<file path="config.mk">
export PLATFORM = sky130hd
export DESIGN_NAME = hexrec_loader
export DESIGN_NICKNAME = d
export VERILOG_FILES = /design/src/rtl/hexrec_pkg.sv /design/src/rtl/hexrec_char_class.sv /design/src/rtl/hexrec_csum_acc.sv /design/src/rtl/hexrec_loader.sv
export SDC_FILE = /design/constraint.sdc
export NUM_CORES = 1
export LEC_CHECK = 0
export BUFFER_PORTS_ARGS = -buffer_cell sky130_fd_sc_hd__buf_2
export CAP_MARGIN = 20
export CORE_ASPECT_RATIO = 1.2
export CORE_MARGIN = 2
export CORE_UTILIZATION = 50
export CTS_CLUSTER_SIZE = 16
export DETAILED_ROUTE_END_ITERATION = 8
export PLACE_DENSITY = 0.69
export SLEW_MARGIN = 20
export SYNTH_ARGS = -nofsm -noshare
export SYNTH_HDL_FRONTEND = slang
export SYNTH_SLANG_ARGS = --single-unit
</file>
<file path="constraint.sdc">
create_clock -name clk -period 4.7 [get_ports clk]
set_input_delay 0.235 -clock clk [delete_from_list [all_inputs] [get_ports clk]]
set_output_delay 0.235 -clock clk [all_outputs]
set_load 0.005 [all_outputs]
</file>
<file path="src/rtl/hexrec_pkg.sv">
package hexrec_pkg;

    typedef enum logic [2:0] {
        ST_IDLE,
        ST_COUNT,
        ST_ADDR,
        ST_TYPE,
        ST_DATA,
        ST_CSUM,
        ST_DONE
    } ldr_state_e;

    localparam logic [7:0] CH_COLON  = 8'h3A;
    localparam logic [7:0] TYPE_DATA = 8'h00;
    localparam logic [7:0] TYPE_END  = 8'h01;

endpackage

</file>
<file path="src/rtl/hexrec_char_class.sv">
module hexrec_char_class (
    input  logic [7:0] ch,
    output logic       is_colon,
    output logic       is_hex,
    output logic [3:0] nib
);
    logic is_num;
    logic is_alpha;

    always_comb begin
        is_colon = (ch == hexrec_pkg::CH_COLON);
        is_num   = (ch >= 8'h30) && (ch <= 8'h39);
        is_alpha = ((ch >= 8'h41) && (ch <= 8'h46)) || ((ch >= 8'h61) && (ch <= 8'h66));
        is_hex   = is_num || is_alpha;
        nib      = is_num ? ch[3:0] : (ch[3:0] + 4'd9);
    end
endmodule

</file>
<file path="src/rtl/hexrec_csum_acc.sv">
module hexrec_csum_acc #(
    parameter int W = 8
) (
    input  logic         clk,
    input  logic         rst_n,
    input  logic         clr,
    input  logic         add_en,
    input  logic [W-1:0] add_val,
    output logic [W-1:0] total
);
    logic [W-1:0] acc_d, acc_q;

    always_comb begin
        total = acc_q + add_val;
        acc_d = acc_q;
        if (clr)
            acc_d = '0;
        else if (add_en)
            acc_d = total;
    end

    always_ff @(posedge clk or negedge rst_n) begin
        if (!rst_n) acc_q <= '0;
        else        acc_q <= acc_d;
    end
endmodule

</file>
<file path="src/rtl/hexrec_loader.sv">
module hexrec_loader #(
    parameter int ADDR_W   = 16,
    parameter int MAX_DATA = 16
) (
    input  logic              clk,
    input  logic              rst_n,
    input  logic              char_valid,
    input  logic [7:0]        char_data,
    output logic              wr_en,
    output logic [ADDR_W-1:0] wr_addr,
    output logic [7:0]        wr_data,
    output logic              csum_err,
    output logic              fmt_err,
    output logic              done
);
    import hexrec_pkg::*;

    localparam int ADDR_BYTES = ADDR_W / 8;
    localparam int IDX_W      = (ADDR_BYTES > 1) ? $clog2(ADDR_BYTES) : 1;
    localparam int CNT_W      = $clog2(MAX_DATA + 1);
    localparam logic [7:0]       MAX_CNT   = 8'(MAX_DATA);
    localparam logic [IDX_W-1:0] LAST_ABYTE = IDX_W'(ADDR_BYTES - 1);

    typedef struct packed {
        ldr_state_e        st;
        logic [3:0]        hi;
        logic              half;
        logic [IDX_W-1:0]  abyte;
        logic [7:0]        count;
        logic [CNT_W-1:0]  left;
        logic              is_final;
        logic [ADDR_W-1:0] addr;
        logic              wr_en;
        logic [ADDR_W-1:0] wr_addr;
        logic [7:0]        wr_data;
        logic              csum_err;
        logic              fmt_err;
        logic              done;
    } ctl_t;

    ctl_t c_d, c_q;

    logic       is_colon, is_hex;
    logic [3:0] nib;
    logic [7:0] byte_val;
    logic [7:0] sum_total;
    logic       sum_clr, sum_add;

    hexrec_char_class u_class (
        .ch       (char_data),
        .is_colon (is_colon),
        .is_hex   (is_hex),
        .nib      (nib)
    );

    hexrec_csum_acc #(.W(8)) u_csum (
        .clk     (clk),
        .rst_n   (rst_n),
        .clr     (sum_clr),
        .add_en  (sum_add),
        .add_val (byte_val),
        .total   (sum_total)
    );

    assign byte_val = {c_q.hi, nib};

    always_comb begin
        c_d       = c_q;
        c_d.wr_en = 1'b0;
        sum_clr   = 1'b0;
        sum_add   = 1'b0;

        if (char_valid && (c_q.st != ST_DONE)) begin
            if (is_colon) begin
                if (c_q.st != ST_IDLE) c_d.fmt_err = 1'b1;
                c_d.st   = ST_COUNT;
                c_d.half = 1'b0;
                sum_clr  = 1'b1;
            end else if (c_q.st == ST_IDLE) begin
                c_d.st = ST_IDLE;
            end else if (!is_hex) begin
                c_d.fmt_err = 1'b1;
                c_d.st      = ST_IDLE;
            end else if (!c_q.half) begin
                c_d.hi   = nib;
                c_d.half = 1'b1;
            end else begin
                c_d.half = 1'b0;
                sum_add  = 1'b1;
                unique case (c_q.st)
                    ST_COUNT: begin
                        if (byte_val > MAX_CNT) begin
                            c_d.fmt_err = 1'b1;
                            c_d.st      = ST_IDLE;
                        end else begin
                            c_d.count = byte_val;
                            c_d.left  = byte_val[CNT_W-1:0];
                            c_d.abyte = '0;
                            c_d.st    = ST_ADDR;
                        end
                    end
                    ST_ADDR: begin
                        c_d.addr = {c_q.addr[ADDR_W-9:0], byte_val};
                        if (c_q.abyte == LAST_ABYTE) c_d.st = ST_TYPE;
                        else                         c_d.abyte = c_q.abyte + 1'b1;
                    end
                    ST_TYPE: begin
                        if (byte_val == TYPE_DATA) begin
                            c_d.is_final = (c_q.count == 8'h00);
                            c_d.st       = (c_q.count == 8'h00) ? ST_CSUM : ST_DATA;
                        end else if ((byte_val == TYPE_END) && (c_q.count == 8'h00)) begin
                            c_d.is_final = 1'b1;
                            c_d.st       = ST_CSUM;
                        end else begin
                            c_d.fmt_err = 1'b1;
                            c_d.st      = ST_IDLE;
                        end
                    end
                    ST_DATA: begin
                        c_d.wr_en   = 1'b1;
                        c_d.wr_addr = c_q.addr;
                        c_d.wr_data = byte_val;
                        c_d.addr    = c_q.addr + 1'b1;
                        c_d.left    = c_q.left - 1'b1;
                        if (c_q.left == CNT_W'(1)) c_d.st = ST_CSUM;
                    end
                    ST_CSUM: begin
                        if (sum_total != 8'h00) begin
                            c_d.csum_err = 1'b1;
                            c_d.st       = ST_IDLE;
                        end else if (c_q.is_final) begin
                            c_d.done = 1'b1;
                            c_d.st   = ST_DONE;
                        end else begin
                            c_d.st = ST_IDLE;
                        end
                    end
                    default: c_d.st = ST_IDLE;
                endcase
            end
        end
    end

    always_ff @(posedge clk or negedge rst_n) begin
        if (!rst_n) begin
            c_q    <= '0;
            c_q.st <= ST_IDLE;
        end else begin
            c_q <= c_d;
        end
    end

    assign wr_en    = c_q.wr_en;
    assign wr_addr  = c_q.wr_addr;
    assign wr_data  = c_q.wr_data;
    assign csum_err = c_q.csum_err;
    assign fmt_err  = c_q.fmt_err;
    assign done     = c_q.done;
endmodule

</file>
==> impl_metrics.json <==
{
  "drc_errors": 0,
  "clkPwrFrac_pct": 42.0,
  "die_y_um": 108,
  "yosys.area_share.simple_pct": 17.0,
  "vias_per_cell": 6.03,
  "cts.repair.resized": 0,
  "dieWidth_um": 90.4,
  "p_seq_share_pct": 51.9,
  "crit_type": "in -> reg",
  "synth_nets": 477,
  "nFillCells": 802,
  "outcome": "finished clean",
  "die_area_um2": 9730,
  "crit_path_start_kind": "input pin",
  "num_rows": 37,
  "synth_top_area_cell": "dfrtp_1",
  "wl_mm": 9.74,
  "drv_slew": 0,
  "layout.cells.non_filler": 579,
  "syn_inst": 451,
  "hold_violations": 0,
  "netlist_top_cells_area": "dfrtp_1 (42%), mux2_2 (8.0%), o21ai_0 (4.2%)",
  "dp_hpwl_mm": 6.89,
  "leakagePower_nw": 2.26,
  "htreeDepth": 3,
  "synthAdderAreaFrac_pct": 4.36,
  "synth-edff-count": 0,
  "finalCritPeriodShare_pct": 73.5,
  "clkLatencyLatePin_ns": 0.36,
  "switchingPower_mw": 0.315,
  "core_um2": 8660,
  "cts_hold_buf": 0,
  "drtIter0Drc": 156,
  "vias": 3494,
  "io_buffers": 38,
  "grt_pass1_wl_mm": 16.3,
  "start_util_pct": 51.7,
  "seq_area_frac_synth_pct": 41.9,
  "fin_skew_ns": 0.0134,
  "grt_max_degree": 76,
  "netlist_area_um2": 4480,
  "cts.sinks": 75,
  "synth_most_common_cell": "dfrtp_1",
  "cts_setup_buffers": 0,
  "worst_ep_required_time_ns": 4.99,
  "p_int_mw": 0.936,
  "firstDrtPassIters": 5,
  "slew_headroom_pct": 35.2,
  "end_kind": "register",
  "finalPower_mw": 1.25,
  "fin_setup_tns_ns": 0,
  "tightest_slew_ns": 0.969,
  "drive_gt1_share_pct": 22.9,
  "syn_avg_cell_area_um2": 9.93,
  "synth_top_family_by_area": "compound AO/OA/AOI/OAI gates",
  "max_freq_ghz": 0.290,
  "cts_root_buffer": "clkbuf_8",
  "power_density_nw_per_um2": 265,
  "synth_top_cells_by_count": "dfrtp_1 (75), o21ai_0 (38), a21oi_1 (33)",
  "wire_per_inst_um": 16.8,
  "period_needed_ns": 3.45,
  "multiInputGateArea_um2": 2240,
  "crit_arrival_ns": 3.74,
  "critical_path_peak_fanout": 7,
  "synth_ff_type": "dfrtp_1",
  "synth_xor_area_share_pct": 1.17,
  "dp.cells": 563,
  "ioPinCount": 39,
  "path_clk_slew_ns": 0.09,
  "peakVddDrop_mv": 0.108,
  "r2r_slack_ns": 2.09,
  "r2r-start": "c_q[66]",
  "ys_ff_latch": 75,
  "rsz0062_at_grt": "no",
  "seqCellArea_um2": 1880,
  "sw_frac_of_total_pct": 25.2,
  "worstRegToRegCells": 5,
  "cts_buffer_depth": 2,
  "min_path_type": "in -> async",
  "gp_congestion": 0.900,
  "grt_overflow_total": 0,
  "nNetsFinal": 483,
  "synth_compound_area_share_pct": 18.8,
  "r2r_end": "wr_data[4]",
  "antenna_found_initial": 0,
  "pwr-share-comb_pct": 6.1,
  "async_flop_share_pct": 100,
  "grt_use_total_pct": 21.0,
  "antenna_cells_inserted": 0,
  "synth_top_area_share_pct": 41.9,
  "postRouteAntennaNets": 0,
  "yosysUniqueCellTypes": 64,
  "maxCapViolCount": 0,
  "setup_viol": 0,
  "hold_ws_ns": 0.00864,
  "yosys_warnings": 0,
  "cts_buffers": 9,
  "tritoncts": "done",
  "synth_mux_area_share_pct": 8.49,
  "syn_to_final_growth_pct": 5.59,
  "grt_pass1_vias": 3332
}
-- flip-flops by register name, summed over array words and instances (netlist names) --
| register | flops |
|---|---|
| wr_data | 8 |
| wr_addr | 16 |
| csum_err | 1 |
| done | 1 |
| byte_val | 4 |
| wr_en | 1 |
| u_csum.acc_q | 8 |
| fmt_err | 1 |
| c_q | 35 |
-- power groups by stage --
stage | logic, mW | registers, mW | clock network (mW)
2_1_floorplan | 0.0444 | 0.661 | 0
3_3_place_gp | 0.0742 | 0.662 | 0
3_5_place_dp | 0.0763 | 0.662 | 0
4_1_cts | 0.0766 | 0.649 | 0.534
5_1_grt | 0.0855 | 0.650 | 0.569
6_report | 0.0761 | 0.650 | 0.526
-- placed cells by master, fill, tap and decap left out, types with 8 or more instances in the layout --
master	count
clkbuf_8	10
nor2_1	30
o21ai_0	38
and3_1	10
mux2_2	32
nor3_1	9
nand3_1	19
a21oi_1	33
dfrtp_1	75
ha_1	14
nand2_1	19
inv_1	13
buf_2	37
a22o_1	8
-- per-stage QoR --
step | util [%] | setup slack, ns | cell area, µm²
2_1_floorplan | - | 1.70 | 4480
3_3_place_gp | 52.1 | 1.10 | 4510
3_5_place_dp | 52.1 | 0.912 | 4510
4_1_cts | 54.6 | 1.28 | 4720
5_1_grt | 54.6 | 0.899 | 4730
6_report | 54.6 | 1.25 | 4730
-- worst max-delay path by stage --
stage	from	endpoint	slack (ns)	depth (start not counted)
2_1_floorplan	char_data[0]	c_q[66]	1.70	15
3_3_place_gp	char_data[0]	c_q[66]	1.10	16
3_5_place_dp	char_data[0]	c_q[66]	0.91	16
4_1_cts	char_data[0]	c_q[66]	1.28	16
5_1_grt	char_data[0]	c_q[66]	0.90	16
6_report	char_data[0]	c_q[66]	1.25	16
-- layer usage --
layer / up-vias / global-route usage, % / part of all wire, %
li1: 1650 / - / -
met5: - / 0 / 0
met4: 0 / 6.92 / 1.9
met2: 97 / 36.9 / 51
met3: 23 / 4.83 / 4.6
met1: 1724 / 25.7 / 42
-- cell families after synthesis --
family                     count (synthesis)
buffers and inverters                     58
AOI/OAI and AO/OA                        126
muxes                                     34
xor gates and xnor gates                   6
adders and majority gates                 15
DFF                                       75
and+or+nand+nor                          137
-- critical path: stages --
cell	delay, ns
buf_2	0.16
inv_1	0.10
ha_1	0.23
o21bai_1	0.17
a41oi_2	0.24
xnor2_1	0.56
ha_1	0.30
inv_1	0.07
fa_1	0.46
nor2b_1	0.20
o31a_1	0.17
a21oi_1	0.06
nor4_1	0.27
nand4_1	0.22
nand3_1	0.14
a22o_1	0.16
-- final cells by class --
class | instances | area share [%]
Clock inverter | 6 | 1.51
Clock buffer | 10 | 2.91
Inverter | 13 | 1.03
Multi-Input combinational cell | 318 | 47.4
Sequential cell | 75 | 39.7
Tap cell | 117 | 3.10
Timing Repair Buffer | 40 | 4.39
(Power assumes the default switching activity.)
